<file path="src/rtl/sar_pkg.sv">
package sar_pkg;
  typedef enum logic [1:0] {
    ACT_HOLD  = 2'd0,
    ACT_CLEAR = 2'd1,
    ACT_START = 2'd2,
    ACT_STEP  = 2'd3
  } sar_act_e;
endpackage

</file>
<file path="src/rtl/sar_history.sv">
module sar_history (
  input  logic clk,
  input  logic rst_n,
  input  logic sc,
  input  logic ctl,
  output logic sc_prev,
  output logic ctl_prev
);
  always_ff @(posedge clk or negedge rst_n) begin
    if (!rst_n) begin
      sc_prev  <= 1'b0;
      ctl_prev <= 1'b0;
    end else begin
      sc_prev  <= sc;
      ctl_prev <= ctl;
    end
  end
endmodule

</file>
<file path="src/rtl/sar_act_decode.sv">
module sar_act_decode #(
  parameter int VARIANT = 0
) (
  input  logic              sc,
  input  logic              ctl,
  input  logic              sc_prev,
  input  logic              ctl_prev,
  input  logic              done,
  output sar_pkg::sar_act_e act
);
  import sar_pkg::*;

  always_comb begin
    act = ACT_HOLD;
    if (VARIANT == 0) begin
      // clear line wins; start needs a fresh request or a released clear
      if (ctl)
        act = ACT_CLEAR;
      else if (sc && (!sc_prev || ctl_prev))
        act = ACT_START;
      else if (!done)
        act = ACT_STEP;
    end else begin
      // retriggerable: a held result restarts on any high request
      if (done)
        act = sc ? ACT_START : ACT_HOLD;
      else if (sc && !sc_prev)
        act = ACT_START;
      else
        act = ACT_STEP;
    end
  end
endmodule

</file>
<file path="src/rtl/sar_shift_core.sv">
module sar_shift_core #(
  parameter int WIDTH = 8,
  localparam int IDXW = (WIDTH > 1) ? $clog2(WIDTH) : 1
) (
  input  logic              clk,
  input  logic              rst_n,
  input  sar_pkg::sar_act_e act,
  input  logic              d,
  input  logic [IDXW-1:0]   stop,
  output logic [WIDTH-1:0]  q,
  output logic              sout,
  output logic              eoc
);
  import sar_pkg::*;

  localparam logic [IDXW-1:0]  TOP_IDX = IDXW'(WIDTH - 1);
  localparam logic [WIDTH-1:0] MSB_ONE = {1'b1, {(WIDTH-1){1'b0}}};

  logic [IDXW-1:0] idx;
  logic [IDXW-1:0] idx_dn;

  assign idx_dn = idx - 1'b1;

  always_ff @(posedge clk or negedge rst_n) begin
    if (!rst_n) begin
      q    <= '0;
      idx  <= TOP_IDX;
      eoc  <= 1'b1;
      sout <= 1'b0;
    end else begin
      case (act)
        ACT_CLEAR: begin
          q    <= '0;
          idx  <= TOP_IDX;
          eoc  <= 1'b1;
          sout <= 1'b0;
        end
        ACT_START: begin
          q    <= MSB_ONE;
          idx  <= TOP_IDX;
          eoc  <= 1'b0;
          sout <= 1'b0;
        end
        ACT_STEP: begin
          q[idx] <= d;
          sout   <= d;
          if (idx <= stop) begin
            eoc <= 1'b1;
          end else begin
            q[idx_dn] <= 1'b1;
            idx       <= idx_dn;
          end
        end
        default: ;
      endcase
    end
  end
endmodule

</file>
<file path="src/rtl/sar_engine.sv">
module sar_engine #(
  parameter int WIDTH   = 8,
  parameter int VARIANT = 0,
  localparam int IDXW   = (WIDTH > 1) ? $clog2(WIDTH) : 1
) (
  input  logic             clk,
  input  logic             rst_n,
  input  logic             sc,
  input  logic             d,
  input  logic             ctl,
  input  logic [IDXW-1:0]  stop_pos,
  output logic [WIDTH-1:0] q,
  output logic             sout,
  output logic             eoc
);
  import sar_pkg::*;

  logic            sc_prev;
  logic            ctl_prev;
  logic [IDXW-1:0] stop;
  sar_act_e        act;

  // last bit to resolve: bit 0 unless early termination is on
  always_comb begin
    if (VARIANT == 1 && ctl)
      stop = stop_pos;
    else
      stop = '0;
  end

  sar_history u_hist (
    .clk      (clk),
    .rst_n    (rst_n),
    .sc       (sc),
    .ctl      (ctl),
    .sc_prev  (sc_prev),
    .ctl_prev (ctl_prev)
  );

  sar_act_decode #(.VARIANT(VARIANT)) u_dec (
    .sc       (sc),
    .ctl      (ctl),
    .sc_prev  (sc_prev),
    .ctl_prev (ctl_prev),
    .done     (eoc),
    .act      (act)
  );

  sar_shift_core #(.WIDTH(WIDTH)) u_core (
    .clk   (clk),
    .rst_n (rst_n),
    .act   (act),
    .d     (d),
    .stop  (stop),
    .q     (q),
    .sout  (sout),
    .eoc   (eoc)
  );
endmodule

</file>
<file path="config.mk">
export PLATFORM = sky130hd
export DESIGN_NAME = sar_engine
export DESIGN_NICKNAME = d
export VERILOG_FILES = /design/src/rtl/sar_pkg.sv /design/src/rtl/sar_history.sv /design/src/rtl/sar_act_decode.sv /design/src/rtl/sar_shift_core.sv /design/src/rtl/sar_engine.sv
export SDC_FILE = /design/constraint.sdc
export NUM_CORES = 1
export LEC_CHECK = 0
export BUFFER_PORTS_ARGS = -buffer_cell sky130_fd_sc_hd__buf_4
export CORE_ASPECT_RATIO = 0.75
export CORE_MARGIN = 2
export CORE_UTILIZATION = 50
export CTS_CLUSTER_DIAMETER = 120
export DETAILED_ROUTE_END_ITERATION = 12
export PLACE_DENSITY = 0.73
export SETUP_SLACK_MARGIN = 0.2
export SYNTH_ARGS = -nofsm -noshare
export SYNTH_HDL_FRONTEND = slang
export SYNTH_SLANG_ARGS = --single-unit
</file>
<file path="constraint.sdc">
create_clock -name clk -period 4.7 [get_ports clk]
set_input_delay 0.47 -clock clk [delete_from_list [all_inputs] [get_ports clk]]
set_output_delay 0.47 -clock clk [all_outputs]
set_load 0.005 [all_outputs]
</file>
# Word-level counts from Yosys, hierarchy flattened
# Cells that the tools add are included.
# Widths: inputs -> output; s select.
[word_totals]
reg_bits = 15
inputBits = 8
out_inout_bits = 10
elab_cells = 43
[classes]
add_sub_neg = 1
magnitude_cmp = 5
eq_ne = 5
mux = 15
n_bitwise = 1
n_reduce_logical = 10
[ops]
columns = ["cell", "count"]
rows = [
  ["$pmux 8 s3", 1],
  ["$bwmux 8", 1],
  ["$lt 3x4->1 const B", 2],
  ["$mux 8", 1],
  ["$or 8x8->8", 1],
  ["$demux 1 s3", 2],
  ["$ge 3x1->1 const B", 2],
  ["$mux 2", 3],
  ["$pmux 3 s2", 1],
  ["$eq 2x2->1 const B", 2],
  ["$reduce_and 2->1", 2],
  ["$le 3x1->1 const B", 1],
  ["$logic_and 1x1->1", 3],
  ["$mux 1", 3],
  ["$mux 3", 1],
  ["$pmux 1 s3", 1],
  ["$reduce_bool 3->1", 1],
  ["$sub 3x1->3 const B", 1],
  ["$eq 2x1->1 const B", 1],
  ["$ne 2x1->1 const B", 1],
  ["$ne 2x2->1 const B", 1],
  ["$pmux 1 s2", 1],
  ["$reduce_bool 2->1", 1],
  ["$reduce_or 2->1", 1],
  ["other kinds (2)", 2],
]

# Logic depth before layout (Yosys ltp)
[logic_depth]
ltp_word = 9
ltp_mapped = 9
ltp_nobuf = 6

# Cells and area by module
# From an unflattened synthesis, not the netlist that was laid out.
[unflattened]
hier_cells = 94
area_unflattened_um2 = 930.9
[modules_own_cells]
columns = ["module", "n_inst", "cells_each", "area_each_um2", "seq_area_each_um2"]
rows = [
  ["sar_shift_core", 1, 85, 840.8, 330.3],
  ["sar_history", 1, 2, 50.0, 50.0],
  ["sar_act_decode", 1, 6, 36.3, 0.0],
  ["sar_engine", 1, 1, 3.8, 0.0],
]

# Worst setup path after synthesis
# OpenSTA, ideal clock, no wires.
[synth_path]
path_kind = "register -> register"
startpoint = "reg u_core.idx[0]"
endpoint = "reg u_core.q[3]"
setup_ns = 0.111
arrival_time_ns = 1.970
t_required_ns = 4.589
setup_slack_ns = 2.618
stages_incl_launch_ff = 9
n_path_buf = 2
period_less_slack_ns = 2.082
path_cell_list = "dfstp_2 -> buf_2 -> buf_2 -> inv_1 -> ha_1 -> or3_1 -> o21ai_2 -> a221oi_2 -> a2111oi_2"
[synth_via]
elab_chain_cells = 8
word_cells_on_any_way = 16
cone_classes = "1 x add/sub; 5 x order compare; 7 x mux; 1 x bitwise; 2 x reduce/logical"
[synth_lines]
columns = ["item", "line", "text"]
rows = [
  ["start, declared", "sar_shift_core.sv:19", "logic [IDXW-1:0] idx;"],
  ["start signal, assigned", "sar_shift_core.sv:51", "idx <= idx_dn;"],
  ["$sub 3x1->3, or another cell as far along", "sar_shift_core.sv:22", "assign idx_dn = idx - 1'b1;"],
  ["$lt 3x4->1 (not written as such), or another cell as far along", "sar_shift_core.sv:50", "q[idx_dn] <= 1'b1;"],
  ["$logic_and 1x1->1 (not written as such) / $mux 1 (equally long branches)", "sar_shift_core.sv:50, sar_shift_core.sv:45", ""],
  ["$mux 1 (not written as such) / $demux 1 s3 (equally long branches)", "n/a", ""],
  ["$demux 1 s3 / $bwmux 8 (equally long branches)", "n/a", ""],
  ["$or 8x8->8 (no line)", "n/a", ""],
  ["$mux 8 *", "sar_shift_core.sv:47", "if (idx <= stop) begin"],
  ["$pmux 8 s3 *", "sar_shift_core.sv:31", "case (act)"],
  ["end signal, assigned", "sar_shift_core.sv:33", "q <= '0;"],
  ["end signal, assigned by index", "sar_shift_core.sv:45", "q[idx] <= d;"],
  ["end signal, assigned by index", "sar_shift_core.sv:50", ""],
  ["end, declared", "sar_shift_core.sv:10", "output logic [WIDTH-1:0] q,"],
]
# Every way passes the cells marked *; elsewhere a longest branch is shown, timed or not.
# A chain may end at the register's enable or synchronous reset.

# Final worst setup path
# Ends and elaborated chain as after synthesis.

==> flow_summary.ini <==
[setup_path]
worstPathRequired_ns = 4.88
ff2ff_path_depth = 6
worstPathArrival_ns = 2.36
crit_path_start_kind = flip-flop
cp-end-kind = flip-flop
r2r_slack_ns = 2.52
cp_max_fo = 17
crit_type = reg -> reg
worstReg2RegStart = u_core.idx[0]
r2r-end = u_core.q[3]

[floorplanning]
io-pin-count = 18
rows = 13
coreArea_um2 = 1720
die_y_um = 41.1
start_util_pct = 53.3
die_area_um2 = 2200
die_w_um = 53.5

[clock_tree]
cts_buffers = 3
cts_max_path_buffers = 2
cts_tree = done
cts_resized = 0
clk-insertion-delay-late_ns = 0.30
cts.sinks = 15
clock-root-buffer = clkbuf_4
cts_hold_buf = 0
cts_setup_buffers = 0
clk_pin_slew_ns = 0.10
h-tree-depth = 1

[layout]
diodes = 0
regArea_um2 = 380
fin_nets = 118
area_growth_pct = 12.8
drive_above_1_share_pct = 27.1
multi_input_area_um2 = 443
fill_cells = 164
post-route-util_pct = 60.1

[synthesis]
yosysUniqueCellTypes = 31
synthTopCellsByArea = dfrtp_1 30%, dfstp_2 11%, a221oi_2 6.5%
synth.avg_cell_area_um2 = 9.37
synthArstFlopShare_pct = 100
synth.most_common_cell = inv_1
synth-seq-area-share_pct = 41.4
synth-edff-count = 0
ys_ff_latch = 15
yosysWarnings = 0
syn_area_um2 = 918
synth_top_area_share_pct = 30.0
synth_top_area_cell = dfrtp_1
synthFlopType = dfrtp_1
synthesis.nets = 108
synth_common_cells = 14 x inv_1, 11 x dfrtp_1, 9 x a31oi_1
synth_cells = 98

[route]
drtAntennaViolNets = 0
dr.pass1.iters = 4
via_count = 750
drt_iter0_markers = 8
drc = 0
viasPerCell = 5.81
wire_per_inst_um = 14.9
drt-total-wl_mm = 1.93

[sta]
drv_slew = 0
fmax_mhz = 459
whs_ns = 0.00830
finalClockSkew_ns = 0.00678
setup_viol = 0
rsz0062_at_grt = no
worst_pin_slew_ns = 0.417
final-hold-violation-count = 0
setup_tns_ns = 0
final.period_utilization_pct = 46.4
slew_headroom_pct = 72.2
timing.final.crit_period_ns = 2.18

[global_route]
grt_max_degree = 22
grt_pass1_wl_mm = 3.23
grt_pass1_vias = 683
grt_antenna_before_repair = 0
overflow = 0
grtUsageTotal_pct = 21.8

[placed_design]
place.gp.congestion = 0.747
dp_hpwl_mm = 1.30
io_buffers = 14

[pwr]
pwr_density_cell_nw_per_um2 = 261
ir_worst_vdd_mv = 0.143
p_leak_nw = 0.461

[hold_path]
min_path_type = in -> async

[run]
maxCapViolCount = 0

[outcome]
status = finished, final reports clean
[per-layer routing]
layer  routed length, um  global-route usage, %  share of wire, %
met1                 929                   27.5                48
met2                 885                   36.1                46
met3                  83                   6.57               4.3
met4                  29                   7.69               1.5
met5                   0                      0                 0
[final cells by class]
cell class	instances	share of cell area [%]
multi-input cells	60	42.8
flip-flops and latches	15	36.7
well taps	22	2.66
clock buffers	3	2.17
repair buffers	14	10.1
inverters	14	5.07
clock inverters	1	0.483
[cells by family (layout without fill, tap and decap cells)]
| group | Yosys count | in the layout | synth area share, % |
|---|---|---|---|
| muxes | 4 | 4 | 4.36 |
| buffers and inverters | 23 | 32 | 10.4 |
| AOI/OAI and AO/OA | 29 | 29 | 26.2 |
| and+or+nand+nor | 24 | 24 | 14.0 |
| DFF | 15 | 15 | 41.4 |
| xor gates and xnor gates | 1 | 1 | 0.954 |
| adders and majority gates | 2 | 2 | 2.72 |
[report_power, final]
part           switching [W]  leakage (nW)  internal (W)  total (W)
Clock              0.0000464        0.0177     0.0000317  0.0000781
Combinational      0.0000234         0.256     0.0000206  0.0000440
Sequential         0.0000109         0.188      0.000137   0.000148
[critical path: stages (launching register included)]
cell,delay [ns]
dfstp_2,0.73
inv_1,0.17
ha_1,0.27
or3_1,0.37
o21ai_2,0.12
a221oi_2,0.11
a2111oi_2,0.29
[stage by stage]
stage	instances	power (W)	worst slack [ns]	instance area (um^2)
finish	129	0.000270	2.52	1040
global route	129	0.000286	2.35	1040
CTS	129	0.000272	2.51	1040
detailed placement	125	0.000195	2.56	1010
global placement	125	0.000193	2.61	1010
floorplan	98	0.000177	2.62	918
[registers in the layout, indices dropped and copies added (netlist names)]
| register | flops |
|---|---|
| u_core.eoc | 1 |
| u_core.idx | 3 |
| u_core.q | 8 |
| u_core.sout | 1 |
| u_hist.sc_prev | 1 |
| u_hist.ctl_prev | 1 |
[cell usage in the layout (no fill, tap or decap)]
cell	count
a31oi_1	9
a21oi_1	4
a2111oi_2	1
nor3_1	3
and3b_1	1
xnor2_1	1
a21o_1	2
dfrtp_1	11
nand2_1	3
buf_4	14
clkbuf_4	3
clkinv_2	1
nor3b_1	3
nor2_1	6
dfstp_2	4
or3_1	1
o21ai_2	2
mux2i_1	4
o311ai_0	1
o31a_1	1
inv_1	14
nand2b_1	2
a221oi_2	4
nor2b_1	2
nor4_1	1
ha_1	2
nand4_1	1
a221oi_1	3
o21ai_0	1
nand3_1	1
o211ai_1	1
[worst max path at each step]
stage                  startpoint           to  slack [ns]  depth (start not counted)
floorplan           u_core.idx[0]  u_core.q[3]        2.62                          8
global placement    u_core.idx[0]  u_core.q[3]        2.61                          6
detailed placement  u_core.idx[0]  u_core.q[3]        2.56                          6
CTS                 u_core.idx[0]  u_core.q[3]        2.51                          6
global route        u_core.idx[0]  u_core.q[5]        2.35                          6
finish              u_core.idx[0]  u_core.q[3]        2.52                          6
(Power assumes the default switching activity.)
